===== src/rtl/mwg_pkg.sv =====
package mwg_pkg;
    localparam int MWG_PG_W   = 12;
    localparam int MWG_ID_W   = 12;
    localparam int MWG_SEC_W  = 2;
    localparam int MWG_PORTS  = 10;
    localparam int MWG_SEL_W  = 5;
    localparam int MWG_PG_LSB = 20;
    localparam int MWG_ADDR_W = 32;
    localparam int MWG_CFG_AW = 3;
    localparam int MWG_CFG_DW = 32;

    // register offsets
    localparam logic [MWG_CFG_AW-1:0] OFS_CMD  = 3'd0;
    localparam logic [MWG_CFG_AW-1:0] OFS_WIN  = 3'd1;
    localparam logic [MWG_CFG_AW-1:0] OFS_IDR  = 3'd2;
    localparam logic [MWG_CFG_AW-1:0] OFS_ATTR = 3'd3;
    localparam logic [MWG_CFG_AW-1:0] OFS_DFLT = 3'd4;

    // command bits
    localparam int CMD_COMMIT_BIT = MWG_SEL_W;
    localparam int CMD_FETCH_BIT  = MWG_SEL_W + 1;

    // attribute field positions
    localparam int ATTR_LIVE_BIT  = MWG_SEC_W;
    localparam int ATTR_PORT_LSB  = MWG_SEC_W + 1;
    localparam int ATTR_DENY_BIT  = ATTR_PORT_LSB + MWG_PORTS;

    // security bits
    localparam int SEC_NS_BIT = 0;
    localparam int SEC_S_BIT  = 1;

    typedef struct packed {
        logic                 deny;
        logic [MWG_PORTS-1:0] ports;
        logic                 live;
        logic [MWG_SEC_W-1:0] sec;
        logic [MWG_ID_W-1:0]  id_hi;
        logic [MWG_ID_W-1:0]  id_lo;
        logic [MWG_PG_W-1:0]  pg_hi;
        logic [MWG_PG_W-1:0]  pg_lo;
    } rule_t;

    typedef enum logic [1:0] {
        CS_IDLE   = 2'd0,
        CS_COMMIT = 2'd1,
        CS_FETCH  = 2'd2
    } cmd_state_e;
endpackage


===== src/rtl/mwg_rule_table.sv =====
module mwg_rule_table
    import mwg_pkg::*;
#(
    parameter int NUM_RULES = 20
) (
    input  logic                 clk,
    input  logic                 rst_n,
    input  logic                 we,
    input  logic [MWG_SEL_W-1:0] wsel,
    input  rule_t                wrule,
    input  logic [MWG_SEL_W-1:0] rsel,
    output rule_t                rrule,
    output rule_t                rules [NUM_RULES]
);
    // one register per entry
    for (genvar g = 0; g < NUM_RULES; g++) begin : g_entry
        always_ff @(posedge clk or negedge rst_n) begin
            if (!rst_n) begin
                rules[g] <= '0;
            end else if (we && (wsel == MWG_SEL_W'(g))) begin
                rules[g] <= wrule;
            end
        end
    end

    // read port: numbers beyond the table return an empty rule
    always_comb begin
        rrule = '0;
        for (int i = 0; i < NUM_RULES; i++) begin
            if (rsel == MWG_SEL_W'(i)) begin
                rrule = rules[i];
            end
        end
    end
endmodule


===== src/rtl/mwg_cfg_regs.sv =====
module mwg_cfg_regs
    import mwg_pkg::*;
#(
    parameter int NUM_RULES = 20
) (
    input  logic                  clk,
    input  logic                  rst_n,
    input  logic                  cfg_wr,
    input  logic [MWG_CFG_AW-1:0] cfg_addr,
    input  logic [MWG_CFG_DW-1:0] cfg_wdata,
    output logic [MWG_CFG_DW-1:0] cfg_rdata,
    output logic                  tbl_we,
    output logic [MWG_SEL_W-1:0]  tbl_sel,
    output rule_t                 hold,
    input  rule_t                 fetch_rule,
    output logic [MWG_PORTS-1:0]  dflt_mask
);
    localparam logic [MWG_SEL_W-1:0] LAST_SEL = MWG_SEL_W'(NUM_RULES - 1);
    localparam int HI_LSB = MWG_PG_W;
    localparam int USED_W = 2 * MWG_PG_W;

    cmd_state_e            state_q, state_nx;
    logic [MWG_SEL_W-1:0]  sel_q;
    rule_t                 hold_q;
    logic [MWG_PORTS-1:0]  dflt_q;
    logic                  wr_ok;
    logic                  cmd_wr;
    logic                  fetch_en;
    logic                  unused_wdata;

    assign wr_ok  = cfg_wr && (state_q == CS_IDLE);
    assign cmd_wr = wr_ok && (cfg_addr == OFS_CMD);
    assign unused_wdata = ^cfg_wdata[MWG_CFG_DW-1:USED_W];

    // next state
    always_comb begin
        state_nx = state_q;
        unique case (state_q)
            CS_IDLE: begin
                if (cmd_wr && cfg_wdata[CMD_COMMIT_BIT]) begin
                    state_nx = CS_COMMIT;
                end else if (cmd_wr && cfg_wdata[CMD_FETCH_BIT]) begin
                    state_nx = CS_FETCH;
                end
            end
            CS_COMMIT: state_nx = CS_IDLE;
            CS_FETCH:  state_nx = CS_IDLE;
            default:   state_nx = CS_IDLE;
        endcase
    end

    // state register
    always_ff @(posedge clk or negedge rst_n) begin
        if (!rst_n) begin
            state_q <= CS_IDLE;
        end else begin
            state_q <= state_nx;
        end
    end

    // state outputs
    always_comb begin
        tbl_we   = 1'b0;
        fetch_en = 1'b0;
        unique case (state_q)
            CS_IDLE:   ;
            CS_COMMIT: tbl_we   = (sel_q <= LAST_SEL);
            CS_FETCH:  fetch_en = 1'b1;
            default:   ;
        endcase
    end

    // holding, select and default registers
    always_ff @(posedge clk or negedge rst_n) begin
        if (!rst_n) begin
            sel_q  <= '0;
            hold_q <= '0;
            dflt_q <= '0;
        end else if (fetch_en) begin
            hold_q <= fetch_rule;
        end else if (wr_ok) begin
            unique case (cfg_addr)
                OFS_CMD: sel_q <= cfg_wdata[MWG_SEL_W-1:0];
                OFS_WIN: begin
                    hold_q.pg_lo <= cfg_wdata[MWG_PG_W-1:0];
                    hold_q.pg_hi <= cfg_wdata[HI_LSB +: MWG_PG_W];
                end
                OFS_IDR: begin
                    hold_q.id_lo <= cfg_wdata[MWG_ID_W-1:0];
                    hold_q.id_hi <= cfg_wdata[HI_LSB +: MWG_ID_W];
                end
                OFS_ATTR: begin
                    hold_q.sec   <= cfg_wdata[MWG_SEC_W-1:0];
                    hold_q.live  <= cfg_wdata[ATTR_LIVE_BIT];
                    hold_q.ports <= cfg_wdata[ATTR_PORT_LSB +: MWG_PORTS];
                    hold_q.deny  <= cfg_wdata[ATTR_DENY_BIT];
                end
                OFS_DFLT: dflt_q <= cfg_wdata[MWG_PORTS-1:0];
                default: ;
            endcase
        end
    end

    // read mux
    always_comb begin
        unique case (cfg_addr)
            OFS_CMD:  cfg_rdata = MWG_CFG_DW'(sel_q);
            OFS_WIN:  cfg_rdata = MWG_CFG_DW'({hold_q.pg_hi, hold_q.pg_lo});
            OFS_IDR:  cfg_rdata = MWG_CFG_DW'({hold_q.id_hi, hold_q.id_lo});
            OFS_ATTR: cfg_rdata = MWG_CFG_DW'({hold_q.deny, hold_q.ports, hold_q.live, hold_q.sec});
            OFS_DFLT: cfg_rdata = MWG_CFG_DW'(dflt_q);
            default:  cfg_rdata = '0;
        endcase
    end

    assign tbl_sel   = sel_q;
    assign hold      = hold_q;
    assign dflt_mask = dflt_q;
endmodule


===== src/rtl/mwg_match.sv =====
module mwg_match
    import mwg_pkg::*;
#(
    parameter int NUM_RULES = 20,
    parameter int PORT_W    = 4
) (
    input  rule_t                rules [NUM_RULES],
    input  logic [MWG_PG_W-1:0]  pg,
    input  logic [MWG_ID_W-1:0]  id,
    input  logic [PORT_W-1:0]    port,
    input  logic                 secure,
    input  logic [MWG_PORTS-1:0] dflt,
    output logic                 hit,
    output logic [MWG_SEL_W-1:0] idx,
    output logic                 deny
);
    logic                  port_ok;
    logic [MWG_PORTS-1:0]  port_sel;
    logic [NUM_RULES-1:0]  hits;
    logic                  deny_hit;

    assign port_ok  = (32'(port) < MWG_PORTS);
    assign port_sel = port_ok ? (MWG_PORTS'(1) << port) : '0;

    for (genvar g = 0; g < NUM_RULES; g++) begin : g_cmp
        logic in_win, in_ids, in_port, in_sec;
        assign in_win  = (pg >= rules[g].pg_lo) && (pg <= rules[g].pg_hi);
        assign in_ids  = (id >= rules[g].id_lo) && (id <= rules[g].id_hi);
        assign in_port = |(rules[g].ports & port_sel);
        assign in_sec  = secure ? rules[g].sec[SEC_S_BIT] : rules[g].sec[SEC_NS_BIT];
        assign hits[g] = rules[g].live && in_win && in_ids && in_port && in_sec;
    end

    // lowest number wins: scan from the top down
    always_comb begin
        hit      = 1'b0;
        idx      = '0;
        deny_hit = 1'b0;
        for (int i = NUM_RULES - 1; i >= 0; i--) begin
            if (hits[i]) begin
                hit      = 1'b1;
                idx      = MWG_SEL_W'(i);
                deny_hit = rules[i].deny;
            end
        end
    end

    assign deny = hit ? deny_hit : (port_ok ? |(dflt & port_sel) : 1'b1);
endmodule


===== src/rtl/mwg_guard.sv =====
module mwg_guard
    import mwg_pkg::*;
#(
    parameter int NUM_RULES = 20,
    parameter int PORT_W    = 4
) (
    input  logic                  clk,
    input  logic                  rst_n,
    input  logic                  cfg_wr,
    input  logic [MWG_CFG_AW-1:0] cfg_addr,
    input  logic [MWG_CFG_DW-1:0] cfg_wdata,
    output logic [MWG_CFG_DW-1:0] cfg_rdata,
    input  logic                  req_valid,
    input  logic [MWG_ADDR_W-1:0] req_addr,
    input  logic [MWG_ID_W-1:0]   req_id,
    input  logic [PORT_W-1:0]     req_port,
    input  logic                  req_secure,
    output logic                  resp_valid,
    output logic                  resp_reject,
    output logic                  resp_hit,
    output logic [MWG_SEL_W-1:0]  resp_rule
);
    logic                 tbl_we;
    logic [MWG_SEL_W-1:0] tbl_sel;
    rule_t                hold;
    rule_t                fetch_rule;
    rule_t                rules [NUM_RULES];
    logic [MWG_PORTS-1:0] dflt_mask;
    logic                 m_hit;
    logic [MWG_SEL_W-1:0] m_idx;
    logic                 m_deny;
    logic                 unused_addr_lo;

    assign unused_addr_lo = ^req_addr[MWG_PG_LSB-1:0];

    mwg_cfg_regs #(.NUM_RULES(NUM_RULES)) u_regs (
        .clk        (clk),
        .rst_n      (rst_n),
        .cfg_wr     (cfg_wr),
        .cfg_addr   (cfg_addr),
        .cfg_wdata  (cfg_wdata),
        .cfg_rdata  (cfg_rdata),
        .tbl_we     (tbl_we),
        .tbl_sel    (tbl_sel),
        .hold       (hold),
        .fetch_rule (fetch_rule),
        .dflt_mask  (dflt_mask)
    );

    mwg_rule_table #(.NUM_RULES(NUM_RULES)) u_table (
        .clk   (clk),
        .rst_n (rst_n),
        .we    (tbl_we),
        .wsel  (tbl_sel),
        .wrule (hold),
        .rsel  (tbl_sel),
        .rrule (fetch_rule),
        .rules (rules)
    );

    mwg_match #(.NUM_RULES(NUM_RULES), .PORT_W(PORT_W)) u_match (
        .rules  (rules),
        .pg     (req_addr[MWG_ADDR_W-1:MWG_PG_LSB]),
        .id     (req_id),
        .port   (req_port),
        .secure (req_secure),
        .dflt   (dflt_mask),
        .hit    (m_hit),
        .idx    (m_idx),
        .deny   (m_deny)
    );

    // registered verdict
    always_ff @(posedge clk or negedge rst_n) begin
        if (!rst_n) begin
            resp_valid  <= 1'b0;
            resp_reject <= 1'b0;
            resp_hit    <= 1'b0;
            resp_rule   <= '0;
        end else begin
            resp_valid  <= req_valid;
            resp_reject <= req_valid && m_deny;
            resp_hit    <= req_valid && m_hit;
            resp_rule   <= (req_valid && m_hit) ? m_idx : '0;
        end
    end
endmodule


===== config.mk =====
export PLATFORM = sky130hd
export DESIGN_NAME = mwg_guard
export DESIGN_NICKNAME = d
export VERILOG_FILES = /design/src/rtl/mwg_pkg.sv /design/src/rtl/mwg_rule_table.sv /design/src/rtl/mwg_cfg_regs.sv /design/src/rtl/mwg_match.sv /design/src/rtl/mwg_guard.sv
export SDC_FILE = /design/constraint.sdc
export NUM_CORES = 2
export LEC_CHECK = 0
export ABC_AREA = 1
export BUFFER_PORTS_ARGS = -buffer_cell sky130_fd_sc_hd__buf_2
export CAP_MARGIN = 20
export CORE_ASPECT_RATIO = 0.8
export CORE_MARGIN = 2
export CORE_UTILIZATION = 32
export DETAILED_ROUTE_END_ITERATION = 8
export PLACE_DENSITY = 0.46
export SLEW_MARGIN = 20
export SYNTH_ARGS = -nofsm -noshare
export SYNTH_HDL_FRONTEND = slang
export SYNTH_SLANG_ARGS = --single-unit

===== constraint.sdc =====
create_clock -name clk -period 2.9 [get_ports clk]
set_input_delay 0.435 -clock clk [delete_from_list [all_inputs] [get_ports clk]]
set_output_delay 0.435 -clock clk [all_outputs]
set_load 0.005 [all_outputs]

==> run summary <==
Tmin final = 3.60 ns
IO Port Bufs = 91
Fin Hold WS = 0.0624 ns
Crit path required time = 3.63 ns
Core ar. = 0.253 sq mm
Endpoints failing hold = 0
# setup viols final = 68
CTS Sinks = 1327
Outcome = finished with violations
Die Ht = 456 um
Mapped Avg Cell Area = 7.86 sq um
VDD IR max = 0.391 mV
# DRC = 0
MaxCap Viol Count = 0
Data arrival time of the worst path = 4.33 ns
Die W = 569 um
Synth-to-Final Area Change = 34.0%
Clock skew = 0.0577 ns
FMAX = 277 MHz
Root Buffer = clkbuf_16
Total number of vias = 80.2k
Leakage = 49.9 nW
Failing checks = negative setup slack
R2R depth = 21
Hold Crit Class = in -> reg
Post-synth cell types = 57
Setup_tns = -31.05 ns
Clock buffer count from CTS = 169
CP startpoint kind = flip-flop
Pre-Repair DR Iteration Count = 8
Design Area, Final = 0.109 sq mm
CTS tree = yes
Vias per inst = 5.25
Worst skew pair latency = 0.86 ns
Final worst-path cycle share = 124%
Seq/Total Area, Yosys = 40.7%
Antenna Nets Post-Route = 0
Cell row count = 165
GRT Total Usage = 28.4%
Pwr Density = 543 mW/mm^2
Layout cells sized above 1 = 23.0%
#FFs+latches synth = 1327
Final wirelength = 375000 um
Worst slew pin tran = 1.26 ns
DIE AREA = 0.259 sq mm
H-Tree Depth = 4
Deepest clock path buffer count = 4
Setup CP Type = reg -> reg
Wire per inst = 24.6 um
Initial core utilization = 32.2%
GRT overflow = 0
Io pins = 128
First-pass GRT wire length = 544000 um
Worst-path clk slew = 0.06 ns
Largest net degree at the start of global routing = 125
Final Net Count = 12.9k
Max FO, Critical Path = 4
Starting DRT DRC Count = 8460
Initial antenna violation count = 28
Setup WS post-layout = -0.704 ns
Mapped Area = 0.0816 sq mm
Mapped Cells = 10.4k
Max Slew Vio Count = 0
Area after DPL = 0.0987 sq mm
Endpoint class of the critical path = flip-flop
Final GP Congestion = 0.967
Worst Hold Depth = 5
Ys flop type = dfrtp_1
Filler cells = 25.5k
RSZ-0062 raised after global routing = yes
Post-synth EDFFs = 0
Rel. slew slack = 15.4%
Vias in the first global route = 76.9k
Post-synth ARST share = 100%
Post-DP HPWL = 283000 um
Yosys warns = 0
==> kinds of logic after synthesis <==
group / Yosys count / synth area share [%]
buffers and inverters: 1877 / 8.74
muxes: 1 / 0.0123
and+or+nand+nor: 3614 / 18.1
DFF: 1327 / 40.7
adders and majority gates: 960 / 14.7
other: 1 / 0.00460
AOI/OAI and AO/OA: 2607 / 17.7
==> layout make-up <==
type | count | area, sq um | area share, %
clock buffers | 232 | 4800 | 4.39
well taps | 3340 | 4180 | 3.82
flip-flops and latches | 1327 | 33200 | 30.4
multi-input cells | 7190 | 45400 | 41.5
diodes | 7 | 17.5 | 0.0160
repair buffers | 1804 | 16200 | 14.8
clock inverters | 58 | 551 | 0.503
inverters | 1313 | 4980 | 4.55
==> critical path, cell delays in order (launching register included) <==
cell and delay (ns):
dfrtp_1 0.41, inv_2 0.08, buf_6 0.12, nand3_4 0.08, buf_12 0.15, buf_12 0.13, buf_12 0.09, inv_1 0.09
buf_8 0.18, a221oi_2 0.25, buf_4 0.15, nand4_1 0.15, o21ai_2 0.13, nand4_1 0.12, nor2_1 0.14, o2111ai_2 0.15
mux2i_1 0.26, nand4_1 0.20, nor2_1 0.14, o211ai_1 0.17, a21oi_1 0.18, o21ai_0 0.09
==> power breakdown <==
group / switching, mW / internal, mW
clock network: 9.06 / 12.3
registers: 1.04 / 19.9
logic: 10.6 / 6.38
total: 20.7 / 38.7
==> cell usage in the layout, fill, tap and decap left out, types with 32 or more instances in the layout <==
cell type  Yosys  routed
a21oi_1      488     394
a21oi_2        1      90
a31oi_1       38      32
buf_12         0     190
buf_2         20      89
buf_4         14    1412
buf_6          1      77
clkbuf_1     515      33
clkbuf_16      0     174
clkinv_2       0      41
dfrtp_1     1327    1325
ha_1         960     947
inv_1       1289    1261
inv_2         16      34
nand2_1     2532    2475
nand2_4        3      33
nand3_1      194     136
nand3_2        5      50
nand4_1      236     236
nor2_1       515     467
nor2_4         6      32
o211ai_1      35      35
o21ai_0     1592    1432
o21ai_1       12      98
o21ai_2        1      71
o21bai_1      35      34
o22ai_1      115      45
o22ai_2        0      47
==> per-layer routing <==
| layer | global-route usage [%] | up-vias | routed length [um] |
|---|---|---|---|
| li1 | - | 37600 | - |
| met1 | 43.3 | 39300 | 181000 |
| met2 | 40.7 | 2805 | 153000 |
| met3 | 4.09 | 509 | 27800 |
| met4 | 8.60 | 12 | 12700 |
| met5 | 0 | - | 84 |
==> flip-flops by register name, summed over array words and instances (netlist names) <==
name / cells
u_regs.state_q: 2
resp_rule: 5
u_regs.dflt_mask: 10
u_table.rules: 1240
resp_hit: 1
resp_reject: 1
resp_valid: 1
u_regs.tbl_sel: 5
u_regs.hold: 62
==> metrics by stage <==
stage          worst slack (ns)  power [mW]  utilization, %  cells
6_report                 -0.704        59.4            43.2  15300
5_1_grt                  -0.816        61.9            43.2  15300
4_1_cts                  -0.772        58.9            42.4  15200
3_5_place_dp              -1.41        36.3            39.0  14900
3_3_place_gp              -1.46        36.1            39.0  14900
2_1_floorplan            -0.248        27.3               -  10400
==> path summary, 6_finish.rpt <==
kind | from | slack [ns] | end
max in group asynchronous | rst_n | 1.59 | u_table.rules[932]$_DFFE_PN0P_
max reg2reg | u_regs.tbl_sel[4]$_DFFE_PN0P_ | -0.70 | u_regs.hold[36]$_DFFE_PN0P_
min in group asynchronous | rst_n | 0.22 | u_table.rules[397]$_DFFE_PN0P_
min reg2reg | u_table.rules[1]$_DFFE_PN0P_ | 0.48 | u_table.rules[1]$_DFFE_PN0P_
max | u_regs.tbl_sel[4]$_DFFE_PN0P_ | -0.70 | u_regs.hold[36]$_DFFE_PN0P_
min | cfg_wdata[23] | 0.06 | u_regs.hold[47]$_DFFE_PN0P_
==> repair_timing <==
action                                  4_1_cts  5_1_grt
pin swaps                                   216      277
buffers inserted                             47       54
resized for setup                           670      361
endpoints found under the setup margin       69      118
cloned                                        1        2
hold endpoints to repair                    127        0
hold buffers                                 20        0
==> Yosys cell counts (20+ instances only) <==
cell type	n	share of area (%)
o22ai_1	115	0.88
nor4_1	39	0.30
nor2_1	515	2.4
a31oi_1	38	0.29
nor3_1	50	0.31
nand4_1	236	1.8
nand2_1	2532	12
o21ai_0	1592	9.8
dfrtp_1	1327	41
o2111ai_1	61	0.65
ha_1	960	15
o211ai_1	35	0.32
nand3_1	194	1.2
inv_1	1289	5.9
a21oi_1	488	3.0
o221ai_1	50	0.54
a211oi_1	43	0.40
clkbuf_1	515	2.4
a221oi_1	41	0.44
o21bai_1	35	0.32
buf_2	20	0.12
No activity file was read; power rests on OpenSTA's default activity.
